<file path="config.mk">
export PLATFORM = sky130hd
export DESIGN_NAME = bcd_alarm_match
export DESIGN_NICKNAME = d
export VERILOG_FILES = /design/src/rtl/bcd_alarm_match_pkg.sv /design/src/rtl/bcd_word_match.sv /design/src/rtl/alarm_flag_ctrl.sv /design/src/rtl/bcd_alarm_match.sv
export SDC_FILE = /design/constraint.sdc
export NUM_CORES = 1
export LEC_CHECK = 0
export ABC_AREA = 1
export BUFFER_PORTS_ARGS = -buffer_cell sky130_fd_sc_hd__buf_2
export CORE_ASPECT_RATIO = 0.8
export CORE_UTILIZATION = 24
export DETAILED_ROUTE_END_ITERATION = 10
export SLEW_MARGIN = 25
export SYNTH_ARGS = -nofsm -noshare
export SYNTH_HDL_FRONTEND = slang
export SYNTH_SLANG_ARGS = --single-unit
</file>
<file path="constraint.sdc">
create_clock -name clk -period 2 [get_ports clk]
set_input_delay 0.2 -clock clk [delete_from_list [all_inputs] [get_ports clk]]
set_output_delay 0.2 -clock clk [all_outputs]
set_load 0.01 [all_outputs]
</file>
<file path="src/rtl/bcd_alarm_match_pkg.sv">
package bcd_alarm_match_pkg;

  localparam int DIGITS  = 6;
  localparam int DIGIT_W = 4;
  localparam int WORD_W  = DIGITS * DIGIT_W;

  // live bits of each BCD field; everything else is not compared
  localparam logic [WORD_W-1:0] TIME_FIELDS = 24'h3F7F7F;
  localparam logic [WORD_W-1:0] DATE_FIELDS = 24'hFF1F3F;

  typedef enum logic [2:0] {
    RA_ALM_TIME = 3'd0,
    RA_ALM_DATE = 3'd1,
    RA_TIME_MSK = 3'd2,
    RA_DATE_MSK = 3'd3,
    RA_CTRL     = 3'd4,
    RA_STATUS   = 3'd5
  } reg_addr_e;

endpackage

</file>
<file path="src/rtl/bcd_word_match.sv">
module bcd_word_match #(
  parameter int DIGITS  = 6,
  parameter int DIGIT_W = 4,
  parameter logic [DIGITS*DIGIT_W-1:0] FIELD_BITS = '1
) (
  input  logic [DIGITS*DIGIT_W-1:0] live_word,
  input  logic [DIGITS*DIGIT_W-1:0] alarm_word,
  input  logic [DIGITS-1:0]         digit_mask,
  output logic                      all_match
);

  logic [DIGITS-1:0] digit_ok;

  for (genvar g = 0; g < DIGITS; g++) begin : g_digit
    logic [DIGIT_W-1:0] sel;
    assign sel = FIELD_BITS[g*DIGIT_W +: DIGIT_W];
    assign digit_ok[g] = digit_mask[g] |
      ((live_word[g*DIGIT_W +: DIGIT_W] & sel) == (alarm_word[g*DIGIT_W +: DIGIT_W] & sel));
  end

  assign all_match = &digit_ok;

endmodule

</file>
<file path="src/rtl/alarm_flag_ctrl.sv">
module alarm_flag_ctrl (
  input  logic clk,
  input  logic rst,
  input  logic hit,
  input  logic clr,
  input  logic en_next,
  output logic flag_q,
  output logic irq_q
);

  logic flag_d;

  // a new hit wins over a clear in the same cycle
  assign flag_d = hit | (flag_q & ~clr);

  always_ff @(posedge clk) begin
    if (rst) begin
      flag_q <= 1'b0;
      irq_q  <= 1'b0;
    end else begin
      flag_q <= flag_d;
      irq_q  <= flag_d & en_next;
    end
  end

endmodule

</file>
<file path="src/rtl/bcd_alarm_match.sv">
module bcd_alarm_match
  import bcd_alarm_match_pkg::*;
#(
  parameter int ADDR_W = 3,
  parameter int DATA_W = 32
) (
  input  logic              clk,
  input  logic              rst,
  input  logic              sec_tick,
  input  logic [WORD_W-1:0] now_time,
  input  logic [WORD_W-1:0] now_date,
  input  logic              cfg_wr,
  input  logic [ADDR_W-1:0] cfg_addr,
  input  logic [DATA_W-1:0] cfg_wdata,
  output logic [DATA_W-1:0] cfg_rdata,
  output logic              alarm_irq
);

  logic [WORD_W-1:0] alm_time, alm_date;
  logic [DIGITS-1:0] time_msk, date_msk;
  logic              irq_en;
  logic              time_ok, date_ok, hit, clr_req, en_next, flag;

  always_ff @(posedge clk) begin
    if (rst) begin
      alm_time <= '0;
      alm_date <= '0;
      time_msk <= '0;
      date_msk <= '0;
      irq_en   <= 1'b0;
    end else if (cfg_wr) begin
      case (cfg_addr)
        RA_ALM_TIME: alm_time <= cfg_wdata[WORD_W-1:0];
        RA_ALM_DATE: alm_date <= cfg_wdata[WORD_W-1:0];
        RA_TIME_MSK: time_msk <= cfg_wdata[DIGITS-1:0];
        RA_DATE_MSK: date_msk <= cfg_wdata[DIGITS-1:0];
        RA_CTRL:     irq_en   <= cfg_wdata[0];
        default: ;
      endcase
    end
  end

  bcd_word_match #(.DIGITS(DIGITS), .DIGIT_W(DIGIT_W), .FIELD_BITS(TIME_FIELDS)) u_time_cmp (
    .live_word (now_time),
    .alarm_word(alm_time),
    .digit_mask(time_msk),
    .all_match (time_ok)
  );

  bcd_word_match #(.DIGITS(DIGITS), .DIGIT_W(DIGIT_W), .FIELD_BITS(DATE_FIELDS)) u_date_cmp (
    .live_word (now_date),
    .alarm_word(alm_date),
    .digit_mask(date_msk),
    .all_match (date_ok)
  );

  assign hit     = sec_tick & time_ok & date_ok;
  assign clr_req = cfg_wr & (cfg_addr == RA_STATUS) & cfg_wdata[0];
  assign en_next = (cfg_wr && cfg_addr == RA_CTRL) ? cfg_wdata[0] : irq_en;

  alarm_flag_ctrl u_flag (
    .clk    (clk),
    .rst    (rst),
    .hit    (hit),
    .clr    (clr_req),
    .en_next(en_next),
    .flag_q (flag),
    .irq_q  (alarm_irq)
  );

  always_ff @(posedge clk) begin
    if (rst) begin
      cfg_rdata <= '0;
    end else begin
      case (cfg_addr)
        RA_ALM_TIME: cfg_rdata <= DATA_W'(alm_time);
        RA_ALM_DATE: cfg_rdata <= DATA_W'(alm_date);
        RA_TIME_MSK: cfg_rdata <= DATA_W'(time_msk);
        RA_DATE_MSK: cfg_rdata <= DATA_W'(date_msk);
        RA_CTRL:     cfg_rdata <= DATA_W'(irq_en);
        RA_STATUS:   cfg_rdata <= DATA_W'(flag);
        default:     cfg_rdata <= '0;
      endcase
    end
  end

endmodule

</file>
==> results_dict.tcl <==
set metrics [dict create \
    cts_tree "done" \
    crit_type "flop to flop" \
    timing.critical_path.required_ns 2.28 \
    wire_length_of_the_first_global_routing_pass_mm 17.6 \
    synth_most_common_cell "nand2_1" \
    worst_margin_pin_slew_ns 0.775 \
    fraction_of_layout_instances_using_a_drive_strength_above_1_pct 18.5 \
    met3_wirelength_um 743 \
    final-instance-count-excl-fill 897 \
    path_max_fanout 3 \
    wire_per_inst_um 12.5 \
    drtPass1Iterations 4 \
    floorplan.die_area_mm2 0.0171 \
    top_cell_type_s_share_of_synthesized_area_pct 43.8 \
    netlist_instances 589 \
    post-place-ws_ns 0.336 \
    clock-skew-final_ns 0.00516 \
    die_h_um 117 \
    grt_pass1_vias 3435 \
    min-delay-path-class "input port to flop" \
    netlist_area_mm2 0.00398 \
    row_count 41 \
    ios 120 \
    highest-signal-layer "met4" \
    clock_sinks 87 \
    ctsRootBufferMaster "clkbuf_16" \
    vias_per_cell 4.14 \
    crit_path_cell_trace "inv_1 -> nand2_1 -> nand2_1 -> nor2_1 -> nand2_1 -> nand2_1 -> nand2_1 -> nor2_1 -> nand3_1 -> a21oi_1" \
    synth_top_cells_by_area "dfxtp_1, nand2_1, a21oi_1, inv_1, o21ai_0" \
    slowest_delay_ns 0.35 \
    synth_common_cells "nand2_1, dfxtp_1, inv_1, a21oi_1, nor2_1" \
    met2WireLength_mm 4.87 \
    synth_enable_flop_cells 0 \
    slowest_library_cell_on_the_worst_path "dfxtp_1" \
    max-vdd-ir-drop_v 0.000396 \
    final.period_utilization_pct 67.8 \
    cts.hold.buffers_added 0 \
    floorplan.initialDensity_pct 24.9 \
    fmax_mhz 737 \
    total_leakage_power_nw 2.27 \
    dpl.cell_count 881 \
    clk_path_buf_depth 2 \
    synth_cell_types 27 \
    maxCapViolations 0 \
    final-max-slew-violation-count 0 \
    synth_async_sr_flop_share_pct 0 \
    antenna_left 0 \
    design.core.area_mm2 0.0160 \
    timing.critical_path.from_type "flop" \
    aggregate_global_routing_overflow 0 \
    detail_route.drc_violations 0 \
    m1WireLength_mm 5.48 \
    post-route-min-period_ns 1.36 \
    worstPathBufferInverterCount 1 \
    hold_violations 0 \
    area_growth_syn_to_layout_pct 24.3 \
    drt_first_iter_violations 118 \
    yosys_register_bits 87 \
    gp_congestion 0.751 \
    grt_setup_unrepaired "no" \
    cts_inserted_buffers 9 \
    critical-path-top-delay-family "simple AND/OR/NAND/NOR gates" \
    dp.final_hpwl_mm 8.23 \
    power.density_cell_area_mw_per_mm2 804 \
    detailroute.via_count 3712 \
    cp.arrival_ns 1.63 \
    die_w_um 146 \
    synth-main-ff-cell "dfxtp_1" \
    worst_setup_margin_ns 0.644 \
    timing.critical_path.mode_cell "nand2_1" \
    fin_hold_ws_ns 0.0906 \
    post_cts_resize_count 0 \
    numPortBuffers 94 \
    yosysSeqAreaShare_pct 43.8 \
    critPathCaptureType "flop" \
    totalNegativeSetupSlack_ns 0 \
    yosys_warnings 0 \
    synthesis.area_per_instance_um2 6.76 \
    synth_area_leader_cell "dfxtp_1" \
    outcome "completed" \
    insertion_delay_ns 0.35 \
    setup-violations-final 0 \
    finish.net_count 764 \
    grt_max_degree 42 \
    antenna_found_initial 1 \
    wirelength_mm 11.2 \
    gr-usage-all-layers_pct 13.8 \
    cts.repair_timing.setup_buffer_count 0 \
    clk_pin_slew_worst_paths_ns 0.07 \
    timing.slew.headroom_pct 48.2 \
    ctsHtreeMaxLevel 3 \
    final.fill_count 1778 \
    post-layout-total-power_w 0.00398 \
]
[final cells by class]
cell class	instances	area, um^2	area share [%]
multi-input combinational	388	1760	35.6
timing repair buffer	101	523	10.6
inverter	90	338	6.83
tap	215	269	5.44
clock inverter	6	86.3	1.75
clock buffer	9	225	4.55
sequential	87	1740	35.2
antenna	1	2.50	0.0506
[worst paths after layout]
| check | startpoint | endpoint | slack (ns) | cells after the start |
|---|---|---|---|---|
| max reg2reg | alm_date[18] | u_flag.irq_q | 0.64 | 10 |
| min reg2reg | alm_time[22] | alm_time[22] | 0.46 | 2 |
| min | cfg_wdata[13] | alm_date[13] | 0.09 | 3 |
| max | alm_date[18] | u_flag.irq_q | 0.64 | 10 |
[per-stage QoR]
step           instance area (um^2)  utilization (%)
2_1_floorplan                  4010                -
3_3_place_gp                   4630             28.9
3_5_place_dp                   4630             28.9
4_1_cts                        4940             30.9
5_1_grt                        4940             30.9
6_report                       4950             30.9
[registers in the layout, indices dropped and copies added, names as in the netlist]
signal and flops:
alm_time 24, cfg_rdata 24, time_msk 6, date_msk 6
irq_en 1, alm_date 24, u_flag.irq_q 1, u_flag.flag_q 1
[cell families (layout without fill, tap and decap cells)]
family | count (synthesis) | after routing | share of synthesized area, %
simple gates | 233 | 233 | 23.6
compound gates | 140 | 140 | 18.3
buf+inv | 121 | 206 | 12.6
flops | 87 | 87 | 43.8
xor+xnor | 6 | 6 | 1.32
other cells | 1 | 9 | 0.0942
mux | 1 | 1 | 0.252
[worst reg2reg max path, cell delays in order, from the launching register on]
cell	delay (ns)
dfxtp_1	0.35
inv_1	0.06
nand2_1	0.05
nand2_1	0.06
nor2_1	0.11
nand2_1	0.09
nand2_1	0.06
nand2_1	0.09
nor2_1	0.11
nand3_1	0.14
a21oi_1	0.17
[cells in the final DEF (no fill, tap or decap), drive strengths merged, types with 5 or more instances in the layout]
cell	count
nand2	172
conb	8
dfxtp	87
o21ai	54
nor2	46
buf	101
o22ai	5
a221oi	5
nand3	12
xnor2	5
clkbuf	9
a21oi	75
inv	90
[power breakdown]
part | internal [W] | switching, W
clock network | 0.00108 | 0.000707
logic | 0.000144 | 0.000241
registers | 0.00178 | 0.0000256
[per-layer routing]
metal,vias to the layer above,GRT usage (%)
li1,2007,-
met1,1606,17.9
met2,89,22.2
met3,10,4.42
met4,0,3.96
met5,-,0
Note: power is estimated with default switching activity, not from simulation.
